==> src/rtl/tick_timer_pkg.sv <==
// Package: shared register offsets and mode-bit positions for the interval timer.
// Assumes byte-addressed 32-bit registers on word-aligned offsets.
package tick_timer_pkg;

    // Register offsets (byte addresses)
    localparam int unsigned OFS_MODE  = 32'h0;
    localparam int unsigned OFS_STAT  = 32'h4;
    localparam int unsigned OFS_VALUE = 32'h8;
    localparam int unsigned OFS_IMAGE = 32'hC;

    // Control bit positions inside the mode register
    localparam int unsigned RUN_BIT = 24;
    localparam int unsigned IEN_BIT = 25;

    // Decoded register selection
    typedef enum logic [2:0] {
        SEL_NONE,
        SEL_MODE,
        SEL_STAT,
        SEL_VALUE,
        SEL_IMAGE
    } reg_sel_e;

endpackage

==> src/rtl/tt_prescaler.sv <==
// Module: fixed clock divider producing one tick every PRESCALE active cycles.
// Assumes active_i stays low while the timer is idle; the divider is cleared
// then, so counting always restarts from phase zero.
module tt_prescaler #(
    parameter int unsigned PRESCALE = 16
) (
    input  logic clk,
    input  logic rst_n,
    input  logic active_i,
    output logic tick_o
);

    localparam int unsigned PS_W = (PRESCALE > 1) ? $clog2(PRESCALE) : 1;

    generate
        if (PRESCALE == 1) begin : g_passthru
            // Every active cycle is a tick when no division is asked for
            assign tick_o = active_i;
        end else begin : g_divider
            localparam logic [PS_W-1:0] LAST = PS_W'(PRESCALE - 1);
            logic [PS_W-1:0] div_q;

            // Divider phase: counts active cycles, cleared while idle
            always_ff @(posedge clk) begin
                if (!rst_n) begin
                    div_q <= '0;
                end else if (!active_i) begin
                    div_q <= '0;
                end else if (div_q == LAST) begin
                    div_q <= '0;
                end else begin
                    div_q <= div_q + PS_W'(1);
                end
            end

            assign tick_o = active_i && (div_q == LAST);
        end
    endgenerate

endmodule

==> src/rtl/tt_interval_core.sv <==
// Module: interval counter, completed-period count and sticky status flag.
// Assumes tick_i is a single-cycle pulse from the prescaler and ack_i is a
// single-cycle pulse from an acknowledging read.
module tt_interval_core #(
    parameter int unsigned IVAL_W = 20,
    parameter int unsigned PCNT_W = 12
) (
    input  logic              clk,
    input  logic              rst_n,
    input  logic              run_en_i,
    input  logic              tick_i,
    input  logic [IVAL_W-1:0] ival_i,
    input  logic              ack_i,
    output logic              active_o,
    output logic              done_o,
    output logic [IVAL_W-1:0] cnt_o,
    output logic [PCNT_W-1:0] pcnt_o,
    output logic              status_o
);

    logic [IVAL_W-1:0] cnt_q;
    logic [PCNT_W-1:0] pcnt_q;
    logic              status_q;

    // Keeps running while enabled or until a disabled run drains to zero
    assign active_o = run_en_i || (cnt_q != '0);

    // A period ends on a tick at or beyond the interval (covers shrunk intervals)
    assign done_o = tick_i && (cnt_q >= ival_i);

    // Interval counter: step on each tick, return to zero at period end
    always_ff @(posedge clk) begin
        if (!rst_n) begin
            cnt_q <= '0;
        end else if (tick_i) begin
            if (done_o) begin
                cnt_q <= '0;
            end else begin
                cnt_q <= cnt_q + IVAL_W'(1);
            end
        end
    end

    // Completed-period count: wraps, cleared by ack, completion wins a tie
    always_ff @(posedge clk) begin
        if (!rst_n) begin
            pcnt_q <= '0;
        end else if (done_o) begin
            if (ack_i) begin
                pcnt_q <= PCNT_W'(1);
            end else begin
                pcnt_q <= pcnt_q + PCNT_W'(1);
            end
        end else if (ack_i) begin
            pcnt_q <= '0;
        end
    end

    // Sticky status flag: set on completion, cleared by ack unless completing
    always_ff @(posedge clk) begin
        if (!rst_n) begin
            status_q <= 1'b0;
        end else if (done_o) begin
            status_q <= 1'b1;
        end else if (ack_i) begin
            status_q <= 1'b0;
        end
    end

    assign cnt_o    = cnt_q;
    assign pcnt_o   = pcnt_q;
    assign status_o = status_q;

endmodule

==> src/rtl/tt_bus_regs.sv <==
// Module: register decode, mode register storage and read-data multiplexer.
// Assumes one-cycle accesses; read data is combinational in the access cycle
// and side effects of a read take place at the closing clock edge.
module tt_bus_regs
    import tick_timer_pkg::*;
#(
    parameter int unsigned ADDR_W = 4,
    parameter int unsigned IVAL_W = 20,
    parameter int unsigned PCNT_W = 12
) (
    input  logic                     clk,
    input  logic                     rst_n,
    input  logic                     bus_sel,
    input  logic                     bus_wr,
    input  logic [ADDR_W-1:0]        bus_addr,
    input  logic [IVAL_W+PCNT_W-1:0] bus_wdata,
    output logic [IVAL_W+PCNT_W-1:0] bus_rdata,
    input  logic [IVAL_W-1:0]        cnt_i,
    input  logic [PCNT_W-1:0]        pcnt_i,
    input  logic                     status_i,
    output logic [IVAL_W-1:0]        ival_o,
    output logic                     run_en_o,
    output logic                     irq_en_o,
    output logic                     ack_o
);

    localparam int unsigned DATA_W = IVAL_W + PCNT_W;

    reg_sel_e          sel_w;
    logic [IVAL_W-1:0] ival_q;
    logic              run_en_q;
    logic              irq_en_q;
    logic              mode_wr;
    logic              unused_wbits;

    // Address decode into a register selection
    always_comb begin
        if (bus_addr == ADDR_W'(OFS_MODE)) begin
            sel_w = SEL_MODE;
        end else if (bus_addr == ADDR_W'(OFS_STAT)) begin
            sel_w = SEL_STAT;
        end else if (bus_addr == ADDR_W'(OFS_VALUE)) begin
            sel_w = SEL_VALUE;
        end else if (bus_addr == ADDR_W'(OFS_IMAGE)) begin
            sel_w = SEL_IMAGE;
        end else begin
            sel_w = SEL_NONE;
        end
    end

    assign mode_wr = bus_sel && bus_wr && (sel_w == SEL_MODE);
    assign ack_o   = bus_sel && !bus_wr && (sel_w == SEL_VALUE);

    // Mode register: interval and the two enables, written only at its offset
    always_ff @(posedge clk) begin
        if (!rst_n) begin
            ival_q   <= '0;
            run_en_q <= 1'b0;
            irq_en_q <= 1'b0;
        end else if (mode_wr) begin
            ival_q   <= bus_wdata[IVAL_W-1:0];
            run_en_q <= bus_wdata[RUN_BIT];
            irq_en_q <= bus_wdata[IEN_BIT];
        end
    end

    // Read-data multiplexer: one view per register, zero elsewhere
    always_comb begin
        bus_rdata = '0;
        unique case (sel_w)
            SEL_MODE: begin
                bus_rdata[IVAL_W-1:0] = ival_q;
                bus_rdata[RUN_BIT]    = run_en_q;
                bus_rdata[IEN_BIT]    = irq_en_q;
            end
            SEL_STAT: begin
                bus_rdata[0] = status_i;
            end
            SEL_VALUE, SEL_IMAGE: begin
                bus_rdata = {pcnt_i, cnt_i};
            end
            default: begin
                bus_rdata = '0;
            end
        endcase
    end

    // Write-data bits with no storage behind them
    assign unused_wbits = ^{bus_wdata[DATA_W-1:IEN_BIT+1], bus_wdata[RUN_BIT-1:IVAL_W]};

    assign ival_o   = ival_q;
    assign run_en_o = run_en_q;
    assign irq_en_o = irq_en_q;

endmodule

==> src/rtl/tick_interval_timer.sv <==
// Module: top of the periodic interval timer.
// Wires the bus registers, the prescaler and the interval core together and
// forms the level interrupt. Assumes IVAL_W + PCNT_W equals the bus width and
// IVAL_W stays below the run-enable bit position.
module tick_interval_timer #(
    parameter int unsigned PRESCALE = 16,
    parameter int unsigned IVAL_W   = 20,
    parameter int unsigned PCNT_W   = 12,
    parameter int unsigned ADDR_W   = 4
) (
    input  logic                     clk,
    input  logic                     rst_n,
    input  logic                     bus_sel,
    input  logic                     bus_wr,
    input  logic [ADDR_W-1:0]        bus_addr,
    input  logic [IVAL_W+PCNT_W-1:0] bus_wdata,
    output logic [IVAL_W+PCNT_W-1:0] bus_rdata,
    output logic                     irq_o
);

    logic [IVAL_W-1:0] ival_w;
    logic              run_en_w;
    logic              irq_en_w;
    logic              ack_w;
    logic              active_w;
    logic              tick_w;
    logic              done_w;
    logic [IVAL_W-1:0] cnt_w;
    logic [PCNT_W-1:0] pcnt_w;
    logic              status_w;

    tt_bus_regs #(
        .ADDR_W (ADDR_W),
        .IVAL_W (IVAL_W),
        .PCNT_W (PCNT_W)
    ) i_regs (
        .clk       (clk),
        .rst_n     (rst_n),
        .bus_sel   (bus_sel),
        .bus_wr    (bus_wr),
        .bus_addr  (bus_addr),
        .bus_wdata (bus_wdata),
        .bus_rdata (bus_rdata),
        .cnt_i     (cnt_w),
        .pcnt_i    (pcnt_w),
        .status_i  (status_w),
        .ival_o    (ival_w),
        .run_en_o  (run_en_w),
        .irq_en_o  (irq_en_w),
        .ack_o     (ack_w)
    );

    tt_prescaler #(
        .PRESCALE (PRESCALE)
    ) i_presc (
        .clk      (clk),
        .rst_n    (rst_n),
        .active_i (active_w),
        .tick_o   (tick_w)
    );

    tt_interval_core #(
        .IVAL_W (IVAL_W),
        .PCNT_W (PCNT_W)
    ) i_core (
        .clk      (clk),
        .rst_n    (rst_n),
        .run_en_i (run_en_w),
        .tick_i   (tick_w),
        .ival_i   (ival_w),
        .ack_i    (ack_w),
        .active_o (active_w),
        .done_o   (done_w),
        .cnt_o    (cnt_w),
        .pcnt_o   (pcnt_w),
        .status_o (status_w)
    );

    // Level interrupt: pending status gated by the interrupt enable
    assign irq_o = status_w && irq_en_w;

endmodule

==> config.mk <==
export PLATFORM = sky130hd
export DESIGN_NAME = tick_interval_timer
export DESIGN_NICKNAME = d
export VERILOG_FILES = /design/src/rtl/tick_timer_pkg.sv /design/src/rtl/tt_prescaler.sv /design/src/rtl/tt_interval_core.sv /design/src/rtl/tt_bus_regs.sv /design/src/rtl/tick_interval_timer.sv
export SDC_FILE = /design/constraint.sdc
export NUM_CORES = 1
export LEC_CHECK = 0
export CAP_MARGIN = 25
export CELL_PAD_IN_SITES_DETAIL_PLACEMENT = 0
export CELL_PAD_IN_SITES_GLOBAL_PLACEMENT = 2
export CORE_MARGIN = 8
export CORE_UTILIZATION = 30
export CTS_BUF_LIST = sky130_fd_sc_hd__clkbuf_8
export DETAILED_ROUTE_END_ITERATION = 10
export PLACE_DENSITY_LB_ADDON = 0.1
export RECOVER_POWER = 100
export SYNTH_ARGS = -nofsm -noshare
export SYNTH_HDL_FRONTEND = slang
export SYNTH_SLANG_ARGS = --single-unit
==> constraint.sdc <==
create_clock -name clk -period 2.59 [get_ports clk]
set_input_delay 0.3885 -clock clk [delete_from_list [all_inputs] [get_ports clk]]
set_output_delay 0.3885 -clock clk [all_outputs]
set_load 0.03 [all_outputs]
-- Word-level counts from Yosys, hierarchy flattened
Index checks and enable logic that the tools add are counted.
- reduce and logical (&&, ||, !) cells: 14
- add/subtract/negate cells: 3
- shifts and indexed selects: 0
- multiplexer cells: 15
- multiply operators: 0
- div/mod/pow operators: 0
- equal/unequal tests: 8
- magnitude comparators: 1
- bitwise logic cells: 2
- operators by type and width (operator ; count):
    19-bit one-hot mux with 2 select lines ; 1
    12-bit two-way mux ; 3
    20-bit by 1-bit adder with 20-bit output, second input constant ; 1
    20-bit greater-or-equal comparator ; 1
    20-bit two-way mux ; 1
    20-bit nonzero test ; 1
    12-bit by 1-bit adder with 12-bit output, second input constant ; 1
    4-bit == test, second input constant ; 3
    3-bit two-way mux ; 4
    1-bit logical AND ; 7
    3-bit by 2-bit == test with 1-bit output, second input constant ; 2
    6-bit two-way mux ; 1
    4-bit by 1-bit adder with 4-bit output, second input constant ; 1
    4-bit by 3-bit == test with 1-bit output, second input constant ; 1
    4-bit logical NOT ; 1
    4-bit two-way mux ; 1
    2-bit one-hot mux with 2 select lines ; 1
    3-bit by 1-bit == test with 1-bit output, second input constant ; 1
    3-bit == test, second input constant ; 1
    1-bit one-hot mux with 3 select lines ; 1
    3-bit OR reduction ; 1
    1-bit two-way mux ; 2
    1-bit NOT ; 2
    2-bit nonzero test ; 1
    other kinds (3) ; 3
- flip-flop bits (word level): 59
- word-level logic and storage cells: 50
- bits in writable memories: 0
- bits in read-only memories: 0
- bits in latches: 0
- memories kept: 0

-- Longest topological paths before layout
- depth in word-level cells: 9
- gate-level depth with buffers: 11
- depth with buffers taken out: 9

-- Modules after synthesis
Synthesis repeated with hierarchy kept, for this count alone.
- cell total of the unflattened synthesis: 416
- area, all modules: 3473.3 µm²
- by module, submodules not included (module ; area an instance (µm²) ; cells an instance ; sequential area each (µm²) ; instances):
    tt_interval_core ; 2093.3 ; 258 ; 660.6 ; 1
    tt_bus_regs ; 1217.4 ; 140 ; 440.4 ; 1
    tt_prescaler ; 156.4 ; 17 ; 80.1 ; 1
    tick_interval_timer ; 6.3 ; 1 ; 0.0 ; 1

-- Worst setup path after synthesis
Ideal clock, no wire load.
- path type: input -> output
- start: input bus_addr[2]
- end: output bus_rdata[0]
- arrival: 2.021 ns
- path buffers: 0
- cell stages on the path: 3
- data required time: 2.202 ns
- path slack: 0.181 ns
- path through: nor2b_1 a211oi_1 a2111oi_0
- longest elaborated chain between the ends: 8
- ends and longest elaborated chain (what ; line ; text):
    start: declaration ; tick_interval_timer.sv:15 ; input logic [ADDR_W-1:0] bus_addr,
    4-bit == test ; tt_bus_regs.sv:44 ; end else if (bus_addr == ADDR_W'(OFS_IMAGE)) begin
    3-bit two-way mux ; tt_bus_regs.sv:44 ;
    3-bit two-way mux ; tt_bus_regs.sv:42 ; end else if (bus_addr == ADDR_W'(OFS_VALUE)) begin
    3-bit two-way mux ; tt_bus_regs.sv:40 ; end else if (bus_addr == ADDR_W'(OFS_STAT)) begin
    3-bit two-way mux (*) ; tt_bus_regs.sv:38 ; if (bus_addr == ADDR_W'(OFS_MODE)) begin
    3-bit == test / 3-bit by 2-bit == test with 1-bit output (equally long branches) ; tt_bus_regs.sv:70 ; unique case (sel_w)
    2-bit OR reduction ; tt_bus_regs.sv:70 ;
    1-bit one-hot mux with 3 select lines (*) ; tt_bus_regs.sv:70 ;
    end: declaration ; tick_interval_timer.sv:17 ; output logic [IVAL_W+PCNT_W-1:0] bus_rdata,
Mark *: on every way between the ends. The rest lies on a longest branch, timed or not.

-- Worst setup path after layout
- start: register i_regs.ival_q[13], in the netlist i_regs.ival_o[13]
- end: register i_core.pcnt_q[5], in the netlist i_core.pcnt_o[5]
- longest elaborated chain between the ends: 3
- ends and longest elaborated chain (what ; line ; text):
    start: declaration ; tt_bus_regs.sv:30 ; logic [IVAL_W-1:0] ival_q;
    start signal: assignment ; tt_bus_regs.sv:61 ; ival_q <= bus_wdata[IVAL_W-1:0];
    20-bit greater-or-equal comparator (*) ; tt_interval_core.sv:29 ; assign done_o = tick_i && (cnt_q >= ival_i);
    1-bit logical AND (*) ; tt_interval_core.sv:29 ;
    12-bit two-way mux / 2-bit nonzero test (equally long branches) ; n/a ;
    end signal: assignment ; tt_interval_core.sv:52 ; pcnt_q <= pcnt_q + PCNT_W'(1);
    end: declaration ; tt_interval_core.sv:22 ; logic [PCNT_W-1:0] pcnt_q;
Marks and branches as above.
A chain may end at the register's enable or synchronous reset.

==> impl_metrics.tcl <==
set metrics [dict create \
    drt_first_pass_iters 4 \
    ir_drop_v 0.000280 \
    htreeDepth 3 \
    yosys.area_share.simple_pct 24.5 \
    slew_headroom_pct 60.9 \
    synth_seq_area_share_pct 35.9 \
    dieArea_um2 14600 \
    synth_top_area_cell "dfxtp_1" \
    outcome "complete, no violations" \
    grtUsageTotal_pct 13.8 \
    grt_pass1_wl_um 16200 \
    startpoint "i_regs.ival_o[13]$_SDFFE_PN0P_" \
    routabilityCongestion 0.763 \
    wl_met3_um 326 \
    synth_area_um2 3290 \
    grt_max_degree 33 \
    synth_top_family_by_area "simple AND/OR/NAND/NOR gates" \
    rows 38 \
    layout-drive-gt1-share_pct 21.4 \
    startpoint_type "register" \
    ys_warn_count 0 \
    critical_path_arrival_ns 2.80 \
    tritoncts "yes" \
    cts.clk_slew.worst_paths_ns 0.07 \
    core_area_um2 10700 \
    hold_viol_final 0 \
    dieWidth_um 121 \
    port_buffers 62 \
    rsz0062_at_grt "yes" \
    dieHeight_um 121 \
    synth-edff-count 0 \
    cp.required_ns 2.86 \
    drtIter0Drc 113 \
    worstHoldStart "i_presc.g_divider.div_q[0]$_SDFF_PP0_" \
    start_util_pct 30.6 \
    pre_cts_ws_ns -0.0144 \
    synthMuxAreaShare_pct 0.305 \
    r2r_start "i_regs.ival_o[13]$_SDFFE_PN0P_" \
    layout.nets 564 \
    fill_cells 1168 \
    worstSetupEndpointType "register" \
    skew_ns 0.00775 \
    layout-area-overhead-vs-synth_pct 39.2 \
    dp_hpwl_um 7580 \
    ys_top_cells_by_area "dfxtp_1, ha_1, nand2_1" \
    hold_class "register to register" \
    worstPathCellList "inv_1 -> ha_4 -> nand4_1 -> or4_4 -> o21ai_4 -> o21ai_4 -> buf_12 -> or4_1 -> a21oi_2" \
    path_class "register to register" \
    cp_max_fo 7 \
    cpMostUsedCell "o21ai_4" \
    grt_pass1_vias 3160 \
    netlist-cell-type-count 41 \
    drc_errors 0 \
    drv_cap 0 \
    wl_met1_um 4830 \
    setup-violations-final 0 \
    powerDensity_nw_per_um2 457 \
    ys_seq_elements 59 \
    drt-wirelength-per-cell_um 15.7 \
    drv_slew 0 \
    route.antenna.remaining_nets 0 \
    setup_ws_ns 0.0645 \
    vias 3121 \
    power.total_uw 2090 \
    cts_buffers 9 \
    ys.flop_type "dfxtp_1" \
    finalCritPeriodShare_pct 97.5 \
    synth_compound_area_share_pct 18.9 \
    synthCells 402 \
    cts_hold_buffers 0 \
    drt-total-wl_um 10100 \
    synth_nets 466 \
    n_antenna_cell 0 \
    post-route-min-period_ns 2.53 \
    timing.fmax_mhz 396 \
    top_layer "met4" \
    synthXorXnorAreaFrac_pct 6.40 \
    synth.cells.most_frequent "nand2_1, dfxtp_1, nor2_1, inv_1, ha_1" \
    viasPerCell 4.84 \
    crit_path_max_incr_delay_ns 0.55 \
    gr-total-overflow 0 \
    clkLatencyLatePin_ns 0.33 \
    critPathSlowestCell "or4_4" \
    cts_buffer_depth 2 \
    yosys.area_share.adder_pct 9.14 \
    root_buffer "clkbuf_8" \
    async_flop_share_pct 0 \
    synth_top_area_share_pct 35.9 \
    yosysMostFrequentCell "nand2_1" \
    tightest_slew_ns 0.584 \
    num_io_pins 73 \
    antenna_found_initial 0 \
    wl_met2_um 4820 \
    avgSynthCellArea_um2 8.17 \
    p_leak_uw 0.00181 \
    clkSinkCount 59 \
]
==> cell families after synthesis <==
logic type | count (synthesis)
AO/OA/AOI/OAI | 82
XOR/XNOR | 24
adder cells (fa/ha/maj) | 24
buffers and inverters | 41
flip-flops | 59
multiplexers | 1
AND/OR/NAND/NOR | 171
==> metrics by stage <==
step / hold slack [ns] / utilization, % / area [um^2] / setup TNS (ns) / std cells
detailed placement: 0.443 / 40.2 / 4320 / -0.0237 / 626
global route: 0.474 / 42.6 / 4570 / -0.0210 / 645
finish: 0.447 / 42.6 / 4570 / 0 / 645
floorplan: 0.418 / - / 3290 / 0 / 402
global placement: 0.432 / 40.2 / 4320 / 0 / 626
CTS: 0.456 / 42.6 / 4570 / 0 / 642
==> report_power, final <==
group / switching [uW] / internal, uW
logic: 52.9 / 64.5
registers: 1.89 / 909
clock network: 396 / 665
total: 451 / 1640
==> cell usage in the layout, fill, tap and decap left out, drive strengths merged, types with 7 or more instances in the layout <==
| cell type | netlist | final |
|---|---|---|
| a21boi | 23 | 23 |
| inv | 25 | 25 |
| clkdlybuf4s50 | 0 | 28 |
| dfxtp | 59 | 59 |
| nor2 | 40 | 40 |
| o21ai | 7 | 7 |
| a22o | 21 | 21 |
| nand4 | 7 | 7 |
| ha | 24 | 24 |
| clkbuf | 13 | 35 |
| a21oi | 12 | 12 |
| xor2 | 16 | 16 |
| nand3 | 14 | 14 |
| and2 | 14 | 14 |
| xnor2 | 8 | 8 |
| buf | 3 | 48 |
| nand2 | 69 | 69 |
==> critical path: cells and delay by family, from the launching register on <==
kind | cells | cell delay (ns)
fa+ha+maj | 1 | 0.26
compound gates | 3 | 0.45
buf+inv | 2 | 0.22
flops | 1 | 0.33
simple gates | 3 | 1.18
==> state kept, by name, summed over array words and instances, names as in the netlist <==
name                     cells
i_core.cnt_o                20
i_core.pcnt_o               12
i_core.status_o              1
i_presc.g_divider.div_q      4
i_regs.irq_en_o              1
i_regs.ival_o               20
i_regs.run_en_o              1
==> worst paths after layout <==
| check | to | slack (ns) | cells after the start |
|---|---|---|---|
| hold / removal | i_presc.g_divider.div_q[0]$_SDFF_PP0_ | 0.45 | 1 |
| setup reg to reg | i_core.pcnt_o[5]$_SDFFE_PN0P_ | 0.06 | 9 |
| hold reg to reg | i_presc.g_divider.div_q[0]$_SDFF_PP0_ | 0.45 | 1 |
| setup / recovery | i_core.pcnt_o[5]$_SDFFE_PN0P_ | 0.06 | 9 |
==> metal layers <==
metal	global-route usage, %	vias up
met5	0	-
met4	4.68	0
met3	2.10	11
met2	23.0	51
met1	17.9	1470
li1	-	1589
==> what timing repair did <==
action	CTS	global route
endpoints found under the setup margin	1	27
cloned	0	1
buffers inserted	0	2
gates resized for setup	0	21
pin swaps	1	9
==> layout make-up <==
class	count	area (um^2)	share of cell area [%]
Clock buffer	10	138	3.01
Clock inverter	6	113	2.46
Inverter	25	93.8	2.05
Multi-Input combinational cell	302	2030	44.4
Sequential cell	59	1190	26.0
Tap cell	140	175	3.83
Timing Repair Buffer	103	838	18.3
No activity file was read; power rests on OpenSTA's default activity.
